`config.mk`:
```
export PLATFORM = sky130hd
export DESIGN_NAME = glyph_writer
export DESIGN_NICKNAME = d
export VERILOG_FILES = /design/src/rtl/glyph_pkg.sv /design/src/rtl/glyph_rst_sync.sv /design/src/rtl/glyph_font_rom.sv /design/src/rtl/glyph_pix_addr.sv /design/src/rtl/glyph_writer.sv
export SDC_FILE = /design/constraint.sdc
export NUM_CORES = 1
export LEC_CHECK = 0
export ABC_AREA = 1
export BUFFER_PORTS_ARGS = -buffer_cell sky130_fd_sc_hd__buf_2
export CORE_MARGIN = 5
export CORE_UTILIZATION = 40
export DETAILED_ROUTE_END_ITERATION = 6
export PLACE_DENSITY_LB_ADDON = 0.1
export SYNTH_ARGS = -nofsm -noshare
export SYNTH_HDL_FRONTEND = slang
export SYNTH_SLANG_ARGS = --single-unit
export TNS_END_PERCENT = 5
```
`constraint.sdc`:
```
create_clock -name clk -period 3.45 [get_ports clk]
set_clock_uncertainty 0.1 [all_clocks]
set_input_delay 0.1725 -clock clk [delete_from_list [all_inputs] [get_ports clk]]
set_output_delay 0.1725 -clock clk [all_outputs]
set_load 0.05 [all_outputs]
```
`src/rtl/glyph_pkg.sv`:
```
package glyph_pkg;
  typedef enum logic [2:0] {
    ST_IDLE   = 3'd0,
    ST_FETCH  = 3'd1,
    ST_SETUP  = 3'd2,
    ST_STROBE = 3'd3,
    ST_DONE   = 3'd4
  } gw_state_t;
endpackage

```
`src/rtl/glyph_rst_sync.sv`:
```
module glyph_rst_sync (
  input  logic clk,
  input  logic rst_n,
  output logic rst_n_sync
);
  logic [1:0] sync_q;
  always_ff @(posedge clk or negedge rst_n) begin
    if (!rst_n) sync_q <= 2'b00;
    else        sync_q <= {sync_q[0], 1'b1};
  end
  assign rst_n_sync = sync_q[1];
endmodule

```
`src/rtl/glyph_font_rom.sv`:
```
module glyph_font_rom #(
  parameter int FA_W  = 12,
  parameter int GW    = 8,
  parameter int GH    = 11,
  parameter int FIRST = 32,
  parameter int LAST  = 126
) (
  input  logic [FA_W-1:0] addr,
  output logic [GW-1:0]   row_bits
);
  localparam logic [FA_W-1:0] LO = FA_W'(FIRST * GH);
  localparam logic [FA_W-1:0] HI = FA_W'((LAST + 1) * GH);
  logic [31:0] mix;
  always_comb begin
    mix = 32'(addr) * 32'd29 + 32'd7;
    if (addr >= LO && addr < HI) row_bits = mix[GW-1:0];
    else                         row_bits = '0;
  end
endmodule

```
`src/rtl/glyph_pix_addr.sv`:
```
module glyph_pix_addr #(
  parameter int SUM_W = 16,
  parameter int COLS  = 64,
  parameter int ROWS  = 48,
  parameter int AW    = 12
) (
  input  logic [SUM_W-1:0] col_sum,
  input  logic [SUM_W-1:0] row_sum,
  output logic [AW-1:0]    addr,
  output logic             in_range
);
  logic [SUM_W-1:0] lin;
  always_comb begin
    lin      = col_sum + row_sum * SUM_W'(COLS);
    addr     = lin[AW-1:0];
    in_range = (col_sum < SUM_W'(COLS)) && (row_sum < SUM_W'(ROWS));
  end
endmodule

```
`src/rtl/glyph_writer.sv`:
```
module glyph_writer #(
  parameter int COLS   = 64,
  parameter int ROWS   = 48,
  parameter int AW     = 12,
  parameter int DW     = 16,
  parameter int CODE_W = 8,
  parameter int GW     = 8,
  parameter int GH     = 11,
  parameter int K_W    = 8
) (
  input  logic              clk,
  input  logic              rst_n,
  input  logic              start_i,
  input  logic [5:0]        org_x_i,
  input  logic [5:0]        org_y_i,
  input  logic [DW-1:0]     fg_i,
  input  logic [DW-1:0]     bg_i,
  input  logic              chr_valid_i,
  input  logic [CODE_W-1:0] chr_code_i,
  output logic              chr_ready_o,
  output logic [AW-1:0]     fb_addr_o,
  output logic [DW-1:0]     fb_data_o,
  output logic              fb_we_o,
  output logic              busy_o,
  output logic              done_o
);
  import glyph_pkg::*;

  localparam int IW    = $clog2(GH);
  localparam int JW    = $clog2(GW);
  localparam int FA_W  = CODE_W + IW;
  localparam int SUM_W = AW + 4;

  logic rst_s;
  gw_state_t state_q, state_n;
  logic [5:0]        ox_q, ox_n, oy_q, oy_n;
  logic [DW-1:0]     fg_q, fg_n, bg_q, bg_n;
  logic [CODE_W-1:0] code_q, code_n;
  logic [K_W-1:0]    k_q, k_n;
  logic [IW-1:0]     i_q, i_n;
  logic [JW-1:0]     j_q, j_n;
  logic [GW-1:0]     sh_q, sh_n;

  logic [FA_W-1:0]   rom_addr;
  logic [GW-1:0]     rom_bits;
  logic [SUM_W-1:0]  col_sum, row_sum;
  logic [AW-1:0]     pix_addr;
  logic              pix_ok;

  glyph_rst_sync u_rst (.clk(clk), .rst_n(rst_n), .rst_n_sync(rst_s));

  glyph_font_rom #(.FA_W(FA_W), .GW(GW), .GH(GH)) u_rom (
    .addr(rom_addr), .row_bits(rom_bits)
  );

  glyph_pix_addr #(.SUM_W(SUM_W), .COLS(COLS), .ROWS(ROWS), .AW(AW)) u_pa (
    .col_sum(col_sum), .row_sum(row_sum), .addr(pix_addr), .in_range(pix_ok)
  );

  // next row of the glyph is fetched while the last pixel of this row strobes
  always_comb begin
    if (state_q == ST_FETCH)
      rom_addr = FA_W'(chr_code_i) * FA_W'(GH);
    else
      rom_addr = FA_W'(code_q) * FA_W'(GH) + FA_W'(i_q) + FA_W'(1);
    col_sum = SUM_W'(ox_q) + SUM_W'(j_q) + SUM_W'(k_q) * SUM_W'(GW);
    row_sum = SUM_W'(oy_q) + SUM_W'(i_q);
  end

  always_comb begin
    state_n = state_q;
    ox_n = ox_q; oy_n = oy_q; fg_n = fg_q; bg_n = bg_q;
    code_n = code_q; k_n = k_q; i_n = i_q; j_n = j_q; sh_n = sh_q;
    unique case (state_q)
      ST_IDLE: if (start_i) begin
        ox_n = org_x_i; oy_n = org_y_i; fg_n = fg_i; bg_n = bg_i;
        k_n = '0;
        state_n = ST_FETCH;
      end
      ST_FETCH: if (chr_valid_i) begin
        if (chr_code_i == '0) state_n = ST_DONE;
        else begin
          code_n = chr_code_i; i_n = '0; j_n = '0; sh_n = rom_bits;
          state_n = ST_SETUP;
        end
      end
      ST_SETUP: state_n = ST_STROBE;
      ST_STROBE: begin
        sh_n = sh_q << 1;
        state_n = ST_SETUP;
        if (j_q == JW'(GW - 1)) begin
          j_n = '0;
          if (i_q == IW'(GH - 1)) begin
            if (k_q != '1) k_n = k_q + K_W'(1);
            state_n = ST_FETCH;
          end else begin
            i_n = i_q + IW'(1);
            sh_n = rom_bits;
          end
        end else begin
          j_n = j_q + JW'(1);
        end
      end
      ST_DONE: state_n = ST_IDLE;
      default: state_n = ST_IDLE;
    endcase
  end

  always_ff @(posedge clk or negedge rst_s) begin
    if (!rst_s) begin
      state_q <= ST_IDLE;
      ox_q <= '0; oy_q <= '0; fg_q <= '0; bg_q <= '0;
      code_q <= '0; k_q <= '0; i_q <= '0; j_q <= '0; sh_q <= '0;
    end else begin
      state_q <= state_n;
      ox_q <= ox_n; oy_q <= oy_n; fg_q <= fg_n; bg_q <= bg_n;
      code_q <= code_n; k_q <= k_n; i_q <= i_n; j_q <= j_n; sh_q <= sh_n;
    end
  end

  logic pix_phase;
  assign pix_phase   = (state_q == ST_SETUP) || (state_q == ST_STROBE);
  assign fb_addr_o   = pix_phase ? pix_addr : '0;
  assign fb_data_o   = pix_phase ? (sh_q[GW-1] ? fg_q : bg_q) : '0;
  assign fb_we_o     = (state_q == ST_STROBE) && pix_ok;
  assign chr_ready_o = (state_q == ST_FETCH);
  assign busy_o      = (state_q == ST_FETCH) || pix_phase;
  assign done_o      = (state_q == ST_DONE);
endmodule

```
==> results of run 1 <==
cells by family (layout without fill, tap and decap cells):
kind of cell,Yosys count,after routing,share of synthesized area
other,1,1,0.000551
AOI/OAI and AO/OA,108,108,0.0881
and+or+nand+nor,455,455,0.282
adders and majority gates,107,107,0.222
xor gates and xnor gates,18,18,0.0232
buffers and inverters,149,387,0.0886
DFF,80,80,0.294
muxes,1,1,0.00147
area by class of cell:
type	instances	area, sq um	share of cell area
inverters	130	488	0.0530
clock buffers	9	225	0.0244
repair buffers	242	1730	0.188
well taps	220	275	0.0299
clock inverters	6	45.0	0.00489
flip-flops and latches	80	2010	0.218
multi-input cells	690	4450	0.483
timing repair:
action,in CTS,in global routing
setup endpoints to repair,12,13
pin swaps,14,4
buffers inserted,1,0
hold endpoints to repair,46,0
resized for setup,22,20
hold buffers,45,0
Yosys cell counts, drive strengths merged:
cell / n / area share
o21ai: 34 / 0.026
nand3: 64 / 0.049
ha: 84 / 0.15
nor2: 53 / 0.035
a21oi: 65 / 0.052
nand4: 9 / 0.0083
nor4: 1 / 0.00092
o31ai: 1 / 0.0011
fa: 23 / 0.068
o21a: 2 / 0.0022
mux2i: 1 / 0.0015
o21bai: 2 / 0.0022
a22o: 2 / 0.0026
xnor2: 4 / 0.0051
nand2: 311 / 0.17
or2: 3 / 0.0028
inv: 130 / 0.072
nand3b: 6 / 0.0066
xor2: 14 / 0.018
and2: 1 / 0.00092
buf: 14 / 0.014
clkbuf: 5 / 0.0028
and3: 1 / 0.00092
nor3: 6 / 0.0051
dfrtp: 80 / 0.29
conb: 1 / 0.00055
a21o: 2 / 0.0022
worst paths after layout:
kind / startpoint / endpoint
worst max-delay path: code_q[2]$_DFFE_PN0P_ / sh_q[7]$_DFFE_PN0P_
worst min-delay path: u_rst.sync_q[1]$_DFF_PN0_ / fg_q[10]$_DFFE_PN0P_
worst max register to register: code_q[2]$_DFFE_PN0P_ / sh_q[7]$_DFFE_PN0P_
worst min register to register: u_rst.sync_q[1]$_DFF_PN0_ / fg_q[10]$_DFFE_PN0P_
max in group asynchronous: u_rst.sync_q[1]$_DFF_PN0_ / oy_q[2]$_DFFE_PN0P_
min in group clk: chr_valid_i / state_q[0]$_DFFE_PN0P_
cells in the final DEF (no fill, tap or decap), types with 2 or more instances in the layout:
cell type / n
clkbuf_16: 9
ha_2: 3
dlygate4sd3_1: 45
buf_2: 82
buf_4: 114
ha_4: 12
nand3_2: 6
o21bai_1: 2
o21ai_0: 27
xor2_1: 13
a21oi_2: 8
nand2_2: 5
a21oi_1: 55
nor2_1: 45
clkinvlp_4: 3
nor3_1: 5
dfrtp_1: 79
ha_1: 69
inv_1: 119
nand2_1: 306
fa_1: 22
nor2_2: 4
nand3b_1: 6
nand4_1: 9
o21a_1: 2
a21oi_4: 2
inv_6: 2
nor2_4: 3
inv_2: 11
a21o_1: 2
nand3_1: 58
xnor2_1: 3
a22o_1: 2
o21ai_1: 5
worst register-to-register path, stage by stage (launching register included):
cell,delay [ns]
dfrtp_1,0.43
ha_4,0.23
fa_1,0.55
inv_1,0.06
fa_1,0.44
or2_4,0.25
o21ai_4,0.06
inv_2,0.05
fa_1,0.48
fa_1,0.52
inv_2,0.05
ha_4,0.26
ha_4,0.20
a21oi_2,0.14
nand2_1,0.08
nand2_1,0.06
nand2_1,0.06
a21oi_2,0.13
inv_1,0.05
nand3_1,0.09
nand2_1,0.06
nand2_1,0.05
nand2_1,0.06
nor2_1,0.10
nor2_1,0.05
nor2_1,0.07
state kept, by name, indices dropped and copies added (netlist names):
name,flops
fg_q,16
i_q,4
bg_q,16
k_q,8
ox_q,6
u_rst.sync_q,2
oy_q,6
state_q,3
sh_q,8
j_q,3
code_q,8
through the flow:
stage	hold WS (ns)	setup TNS [ns]	util	instances	setup WS [ns]
final	0.0431	-5.88	0.554	1377	-1.31
after global routing	0.0572	-8.43	0.554	1377	-1.66
after CTS	0.0452	-6.14	0.550	1377	-1.30
after detailed placement	-0.139	-6.27	0.497	1316	-1.35
after global placement	-0.140	-6.04	0.497	1316	-1.31
after floorplan	-0.223	-4.45	-	919	-1.20
per-layer routing:
metal | wire length, um | GRT usage
met5 | 0 | 0
met1 | 8630 | 0.262
met3 | 784 | 0.0378
met2 | 8140 | 0.292
met4 | 125 | 0.0275
==> summary.md, run 1 <==
| Metric | Value |
|---|---|
| Max-cap viol count | 0 |
| Clock slew at reported path FFs | 0.06 ns |
| Finished Cell Area | 9210 sq um |
| GPL Wtd Cong | 0.836 |
| Endpoint type of the worst setup path | flip-flop |
| GRT Overall Usage | 0.183 |
| Count of cell types in the netlist | 42 |
| FILL cells | 1586 |
| Height of the die | 140 um |
| Final min period | approximately 4.8 ns |
| Antenna violations before repair | 0 |
| Crit path max-delay family | adder cells |
| WP buf/inv | 4 |
| Antenna diodes | 0 |
| Largest net degree at the start of global routing | 46 |
| Most frequent CP cell | nand2_1 |
| Clock Latency Late Sink | 0.34 ns |
| Routed vias/inst | about 4.7 |
| Ys Warns | 0 |
| #FFs+latches synth | 80 |
| Cell Area, Placed | 8270 sq um |
| Fin. max-slew vios | 0 |
| H-tree levels | 3 |
| Area grow syn2layout | 35.4% |
| Worst stage delay on the critical path | 0.55 ns |
| Hold WC Path Type | reg2async |
| Post-Route WL | approximately 18000 um |
| TritonCTS Sinks | 80 |
| Fmax | 210 MHz |
| Synthesized cell area | 6800 sq um |
| Grt total ovfl | 0 |
| CTS tree | done |
| Post-synthesis sequential area ratio | 0.294 |
| Post-synthesis cell count | 919 |
| NumNets Final | 1316 |
| Final setup viols | 10 |
| Clock buffer depth | 2 |
| Starting Density | 0.409 |
| Count of final hold-check violations | 0 |
| First-pass GRT wire length | about 30000 um |
| RSZ-0062 raised after global routing | yes |
| Worst Max-Slew Pin Slew | 0.798 ns |
| Worst Path Required | 3.62 ns |
| CTS Buf Count | 9 |
| Die footprint | just under 20000 sq um |
| Reg2Reg Depth | 25 |
| Final worst slack | -1.31 ns |
| Share of cells above drive strength 1 | 0.238 |
| Io pins | between 80 and 90 |
| DP HPWL | 13800 um |
| Routed wire per std cell | 12.8 um |
| Core Region | 16600 sq um |
| Width of the chip | 140 um |
| Crit path DAT | 4.93 ns |
| Worst slew margin | 0.467 |
| Pre-antenna DRT Iters | 5 |
| R2r setup slk | -1.31 ns |
| Detailed Route Iter0 Violations | 372 |
| Levels on crit path | 25 |
| Synthesized net count | 1082 |
| Failing checks | setup timing |
| Antenna violation net count after detailed routing | 0 |
| CP max stage cell | fa_1 |
| Critical path class | reg2reg |
| Worst setup SP type | flip-flop |
| Residual DRC | 0 |
| Worst-path fanout max | 3 |
| Via count | 6421 |
| Status | finished with violations |
| Port bufs | 87 |
| CTS root buf | clkbuf_16 |
| Avg Inst Size Synth | 7.40 sq um |
| Crit share post-route | 1.38 |
| Row Count | 47 |
| Vias in the first global route | approximately 6300 |
Power of run 1 is left out: the tool's default activity adds up to more than one toggle a clock period on the data nets, which glitch-free logic cannot reach.
==> inputs of run 2 (changes only) <==
--- a/config.mk
+++ b/config.mk
@@ -7,10 +7,13 @@
 export LEC_CHECK = 0
 export ABC_AREA = 1
 export BUFFER_PORTS_ARGS = -buffer_cell sky130_fd_sc_hd__buf_2
+export CORE_ASPECT_RATIO = 1.1
 export CORE_MARGIN = 5
 export CORE_UTILIZATION = 40
 export DETAILED_ROUTE_END_ITERATION = 6
+export GPL_TIMING_DRIVEN = 1
 export PLACE_DENSITY_LB_ADDON = 0.1
+export REMOVE_ABC_BUFFERS = 1
 export SYNTH_ARGS = -nofsm -noshare
 export SYNTH_HDL_FRONTEND = slang
 export SYNTH_SLANG_ARGS = --single-unit
==> run 2 against run 1 <==
Compared with the run above:
- the flow still finishes with violations (setup timing)
- critical path depth did not move
- sequential share of layout area increased by 0.079 points
- flip-flop and latch count is the same
- count of clock-buffer cells in the layout rose by 1
- largest cell class unchanged
- highest routed layer unchanged
==> summary.md, run 2 (synthesis results as in run 1) <==
| Metric | Value |
|---|---|
| Status | finished with violations |
| Failing checks | setup timing |
| H-tree levels | 3 (unchanged) |
| Fmax | 211 MHz (+0.65%) |
| Vias in the first global route | 6617 (+5.9%) |
| CP startpoint | code_q[2]$_DFFE_PN0P_ |
| Clock Latency Late Sink | 0.34 ns (about the same) |
| Clock buffer depth | 2 (unchanged) |
| Hold WC Path Type | in2async |
| Routing usage on met2 | 0.337 (+0.0442) |
| Largest net degree at the start of global routing | 50 (+8.7%) |
| Crit path max-delay family | adder cells |
| Pre-antenna DRT Iters | 4 (-1) |
| Antenna violation net count after detailed routing | 0 (unchanged) |
| Final worst slack | -1.28 ns (+0.0306 ns) |
| Max-cap viol count | 0 (unchanged) |
| Biggest regs | bg_q (16), fg_q (16) |
| Worst stage delay on the critical path | 0.53 ns (-0.02 ns) |
| Worst Max-Slew Pin Slew | 0.808 ns (+0.00949 ns) |
| CTS tree | done |
| Detailed Route Iter0 Violations | 252 (-32%) |
| Worst slew margin | 0.461 (-0.00634) |
| Port bufs | 87 (unchanged) |
| Height of the die | 147 um (+4.5%) |
| CP max stage cell | fa_1 |
| Crit share post-route | 1.37 (-0.00886) |
| RSZ-0062 raised after global routing | yes |
| Final hold slack | 0.0471 ns (+0.00395 ns) |
| GRT met3 Usage | 0.0247 (-0.0132) |
| Register area | 2010 sq um (about the same) |
| Placed Cells | 1301 (-1.1%) |
| Width of the chip | 134 um (-4.3%) |
| End of the critical path | sh_q[7]$_DFFE_PN0P_ |
| Final setup viols | 9 (-1) |
| Die footprint | 19700 sq um (about the same) |
| Share of cells above drive strength 1 | 0.237 (-0.000864) |
| Worst Path Required | 3.62 ns (about the same) |
| Starting Density | 0.403 (-0.00603) |
| Met1 usage | 0.238 (-0.0238) |
| DP HPWL | 13400 um (-2.7%) |
| WP buf/inv | 4 (unchanged) |
| GRT Overall Usage | 0.189 (+0.00587) |
| Io pins | 88 (unchanged) |
| TritonCTS Sinks | 80 (unchanged) |
| Routed vias/inst | 4.72 (+1.2%) |
| First-pass GRT wire length | 30800 um (+2.8%) |
| Crit Reg-Reg Endpoint | sh_q[7]$_DFFE_PN0P_ |
| Crit path DAT | 4.90 ns (-0.03 ns) |
| Fin. max-slew vios | 0 (unchanged) |
| CTS root buf | clkbuf_16 |
| FILL cells | 1686 (+6.3%) |
| Clock slew at reported path FFs | 0.07 ns (about the same) |
| Count of final hold-check violations | 0 (unchanged) |
| Post-Route WL | 17900 um (+1.1%) |
| Reg2Reg Depth | 25 (unchanged) |
| Residual DRC | 0 (unchanged) |
| R2r setup slk | -1.28 ns (+0.03 ns) |
| NumNets Final | 1315 (-0.076%) |
| Worst r2r src | code_q[2]$_DFFE_PN0P_ |
| Multi-input logic area | 4440 sq um (-0.14%) |
| Dpl ws | -1.71 ns (-0.366 ns) |
| CTS Buf Count | 9 (unchanged) |
| GPL Wtd Cong | 0.804 (-3.8%) |
| Core Region | 16900 sq um (+1.5%) |
| Antenna diodes | 0 (unchanged) |
| Fin cells | 1365 (-0.87%) |
| Most common cell after layout, fill and taps aside | nand2_1 |
| Row Count | 50 (+6.4%) |
| Most frequent cells in the layout | nand2_1 (305), inv_1 (118), buf_4 (112) |
| Levels on crit path | 25 (unchanged) |
| Antenna violations before repair | 0 (unchanged) |
| Endpoint type of the worst setup path | flip-flop |
| Most used routing layer in global routing | met2 |
| Via count | 6439 (+0.28%) |
| Grt total ovfl | 0 (unchanged) |
| Worst setup SP type | flip-flop |
| Worst-path fanout max | 4 (+1) |
| Critical path class | reg2reg |
| Routed wire per std cell | 13.1 um (+2.0%) |
| Area grow syn2layout | 35.0% |
| Final min period | 4.73 ns (-0.0306 ns) |
| Most frequent CP cell | nand2_1 |
[run 2: worst min path at each step]
stage / slack (ns) / cells after the start / from / to
5_1_grt: 0.05 / 2 / rst_n / u_rst.sync_q[1]$_DFF_PN0_
4_1_cts: 0.03 / 2 / rst_n / u_rst.sync_q[1]$_DFF_PN0_
6_report: 0.05 / 2 / rst_n / u_rst.sync_q[1]$_DFF_PN0_
3_5_place_dp: -0.14 / 1 / rst_n / u_rst.sync_q[0]$_DFF_PN0_
3_3_place_gp: -0.14 / 1 / rst_n / u_rst.sync_q[0]$_DFF_PN0_
2_1_floorplan: -0.22 / 0 / rst_n / u_rst.sync_q[0]$_DFF_PN0_
[run 2: timing repair]
item,CTS,global route
hold buffers,45,0
endpoints found under the hold margin,46,0
pin swaps,20,5
setup buffers,3,0
endpoints found under the setup margin,13,12
gates resized for setup,27,21
[run 2: metrics by stage]
stage               setup TNS, ns  utilization  area, sq um
CTS                         -6.00        0.538         9090
global route                -7.78        0.544         9190
finish                      -5.16        0.544         9190
detailed placement          -7.50        0.485         8180
floorplan                   -6.77            -         6690
global placement            -7.06        0.485         8180
[run 2: area by class of cell]
class | instances | share of cell area
inverters | 130 | 0.0531
repair buffers | 241 | 0.187
clock buffers | 10 | 0.0249
well taps | 208 | 0.0283
flip-flops and latches | 80 | 0.218
multi-input cells | 690 | 0.483
clock inverters | 6 | 0.00477
[run 2: routing by layer]
layer	part of all wire	up-vias
li1	-	3397
met1	0.46	2926
met2	0.50	91
met3	0.027	25
met4	0.018	0
met5	0	-
Power of run 2 is left out for the same reason.
==> inputs of run 3 (changes only) <==
--- a/config.mk
+++ b/config.mk
@@ -5,7 +5,6 @@
 export SDC_FILE = /design/constraint.sdc
 export NUM_CORES = 1
 export LEC_CHECK = 0
-export ABC_AREA = 1
 export BUFFER_PORTS_ARGS = -buffer_cell sky130_fd_sc_hd__buf_2
 export CORE_ASPECT_RATIO = 1.1
 export CORE_MARGIN = 5
==> run 3 against run 2 <==
Compared with the run above:
- the run still ends with setup timing left
- synthesized cell count fell by 30%
- cell count fell by 19%
- global-route usage fell by 0.99 points
- count of clock-buffer cells in the layout did not move
- critical path depth fell by 6
- largest cell class unchanged
==> summary.md, run 3 <==
| Metric | Value |
|---|---|
| Dpl ws | -1.85 ns (-0.134 ns) |
| #FFs+latches synth | 80 (unchanged) |
| Height of the die | 144 um (-1.9%) |
| Count leader, synth | ha_1 |
| Post-synthesis cell type with the largest combined area | dfrtp_1 |
| Static Leak | 4.58 nW |
| Most frequent cells in the layout | buf_4 (120), buf_2 (81), dfrtp_1 (78) |
| CTS tree | done |
| Crit share post-route | 1.38 (+0.00783) |
| Clock buffer depth | 2 (unchanged) |
| NumNets Final | 1057 (-20%) |
| Post-Route WL | 16700 um (-6.6%) |
| TritonCTS Sinks | 80 (unchanged) |
| Count of final hold-check violations | 0 (unchanged) |
| Largest net degree at the start of global routing | 79 (+58%) |
| Critical path class | reg2reg |
| CTS root buf | clkbuf_16 |
| Vias in the first global route | 5911 (-11%) |
| Width of the chip | 132 um (-1.9%) |
| Failing checks | setup timing |
| Hold WC Path Type | in2async |
| Worst stage delay on the critical path | 0.53 ns (about the same) |
| Worst setup SP type | flip-flop |
| Worst-path fanout max | 3 (-1) |
| Antenna violation net count after detailed routing | 0 (unchanged) |
| Io pins | 88 (unchanged) |
| Post-synthesis sequential area ratio | 0.307 (+0.0126) |
| Reg2Reg Depth | 19 (-24%) |
| Starting Density | 0.403 (about the same) |
| Crit Reg-Reg Endpoint | sh_q[7]$_DFFE_PN0P_ |
| CP startpoint | code_q[0]$_DFFE_PN0P_ |
| Status | finished with violations |
| Residual DRC | 0 (unchanged) |
| Core Region | 16200 sq um (-4.2%) |
| Cell Area, Placed | 7980 sq um (-2.5%) |
| Grt total ovfl | 0 (unchanged) |
| Clock Latency Late Sink | 0.34 ns (about the same) |
| Post-synth EDFFs | 0 (unchanged) |
| Clock slew at reported path FFs | 0.07 ns (about the same) |
| Post-synthesis cell count | 646 (-30%) |
| Synthesized cell area | 6530 sq um (-4.1%) |
| Worst Max-Slew Pin Slew | 1.08 ns (+0.270 ns) |
| Share of cells above drive strength 1 | 0.377 (+0.140) |
| Setup TNS | -7.92 ns (-2.76 ns) |
| Antenna violations before repair | 0 (unchanged) |
| Worst Path Required | 3.57 ns (-0.05 ns) |
| Ys Warns | 0 (unchanged) |
| Fmax | 210 MHz (-0.57%) |
| Tot Pwr | 6.69 mW |
| Routed wire per std cell | 15.1 um (+16%) |
| Detailed Route Iter0 Violations | 259 (+2.8%) |
| Fin. max-slew vios | 0 (unchanged) |
| Crit path DAT | 4.88 ns (-0.02 ns) |
| Die footprint | 19000 sq um (-3.8%) |
| GPL Wtd Cong | 0.830 (+3.2%) |
| DP HPWL | 12700 um (-5.3%) |
| Most common cell after layout, fill and taps aside | buf_4 |
| Routed vias/inst | 5.03 (+6.7%) |
| Count of cell types in the netlist | 67 (+60%) |
| First-pass GRT wire length | 28200 um (-8.4%) |
| Finished Cell Area | 9180 sq um (about the same) |
| CTS Buf Count | 9 (unchanged) |
| Max-cap viol count | 0 (unchanged) |
| GRT Overall Usage | 0.179 (-0.00986) |
| End of the critical path | sh_q[7]$_DFFE_PN0P_ |
| Via count | 5552 (-14%) |
| RSZ-0062 raised after global routing | yes |
| Row Count | 49 (-2.0%) |
| Ys async rst share | 1.00 (unchanged) |
| CP max stage cell | fa_1 |
| Final setup viols | 10 (+1) |
| VDD IR max | about 0.0011 V |
| Share of the synthesized area in the top cell type | 0.307 (+0.0126) |
| Port bufs | 87 (unchanged) |
| Final min period | 4.76 ns (+0.0270 ns) |
| Antenna diodes | 0 (unchanged) |
| Pwr Density | roughly 730 nW/um^2 |
| H-tree levels | 3 (unchanged) |
| Avg Inst Size Synth | 10.1 sq um (+36%) |
| Most frequent CP cell | ha_4 |
| Final worst slack | -1.31 ns (-0.0270 ns) |
| Area grow syn2layout | 40.7% |
| Biggest regs | bg_q (16), fg_q (16) |
| Post-synth top cells | ha_1 (84), dfrtp_1 (80), nor2_1 (60), inv_1 (51), mux2_2 (50) |
| Pre-antenna DRT Iters | 4 (unchanged) |
| R2r setup slk | -1.31 ns (-0.03 ns) |
| Worst slew margin | 0.282 (-0.179) |
| Worst r2r src | code_q[0]$_DFFE_PN0P_ |
| Critical path cell sequence | ha_4 > ha_4 > fa_2 > ha_4 > buf_6 > a211oi_2 > o31ai_2 > inv_1 > fa_1 > inv_1 > fa_1 > ha_4 > ha_4 > nand2_1 > o21ai_2 > xnor2_1 > xnor2_1 > xnor2_1 > o21ai_1 |
| Most used DFF post-synth | dfrtp_1 |
| Endpoint type of the worst setup path | flip-flop |
| Synth top area cells | dfrtp_1 (31%), ha_1 (16%), mux2_2 (8.6%) |
## run 3: cell count changes after synthesis, moves of 12 or more
cell | before | now
nand2_1 | 309 | 32
inv_1 | 121 | 51
nand3_1 | 61 | 10
mux2_2 | 0 | 50
a21oi_1 | 61 | 25
mux2i_1 | 1 | 21
xnor2_1 | 4 | 23
nor2_1 | 48 | 60
## run 3: worst min-delay path by stage
stage / start / endpoint / slack [ns] / cells after the start
4_1_cts: rst_n / u_rst.sync_q[1]$_DFF_PN0_ / 0.04 / 2
3_5_place_dp: rst_n / u_rst.sync_q[0]$_DFF_PN0_ / -0.14 / 1
6_report: rst_n / u_rst.sync_q[0]$_DFF_PN0_ / 0.04 / 2
5_1_grt: rst_n / u_rst.sync_q[1]$_DFF_PN0_ / 0.03 / 2
2_1_floorplan: rst_n / u_rst.sync_q[0]$_DFF_PN0_ / -0.22 / 0
3_3_place_gp: rst_n / u_rst.sync_q[0]$_DFF_PN0_ / -0.14 / 1
## run 3: repair_timing
action                                  4_1_cts  5_1_grt
hold buffers                                 46        0
gates resized for setup                      46       24
endpoints found under the setup margin       14       14
endpoints found under the hold margin        47        0
buffers inserted                              6        2
gates cloned                                  0        0
pin swaps                                    30       20
## run 3: worst max-delay path: cells and delay by family (launching register included)
family	cells	cell delay, ns
compound gates	4	0.53
xor+xnor	3	0.44
fa+ha+maj	8	2.82
buf+inv	3	0.29
flops	1	0.41
simple gates	1	0.06
## run 3: kinds of logic (layout without fill, tap and decap cells)
kind of cell             after synthesis  after routing  share of synthesized area
AO/OA/AOI/OAI                        114            114                      0.117
other                                  1              1                   0.000575
multiplexers                          71             71                      0.119
buffers and inverters                 69            322                     0.0458
XOR/XNOR                              38             38                     0.0510
flip-flops                            80             80                      0.307
adder cells (fa/ha/maj)              107            107                      0.232
AND/OR/NAND/NOR                      166            166                      0.128
## run 3: power by group
part	switching [mW]	internal, mW
clock	0.421	0.518
sequential	0.131	1.03
combinational	2.20	2.39
## run 3: layout make-up
class	count	area, sq um
Clock buffer	10	239
Clock inverter	6	52.6
Fill cell	1452	7010
Inverter	52	203
Multi-Input combinational cell	497	4580
Sequential cell	80	2010
Tap cell	204	255
Timing Repair Buffer	254	1850
## run 3: layer usage
metal / GRT usage / vias up / wire length (um)
met3: 0.0291 / 24 / 507
met4: 0.0536 / 0 / 325
met2: 0.329 / 95 / 8850
met1: 0.217 / 2662 / 7010
met5: 0 / - / 0
li1: - / 2771 / -
## run 3: stage by stage
step,utilization,std cells,hold slack [ns]
3_5_place_dp,0.493,1033,-0.141
6_report,0.567,1103,0.0407
3_3_place_gp,0.493,1033,-0.144
4_1_cts,0.557,1101,0.0381
2_1_floorplan,-,629,-0.223
5_1_grt,0.567,1103,0.0304
No activity file was read; power rests on OpenSTA's default activity.
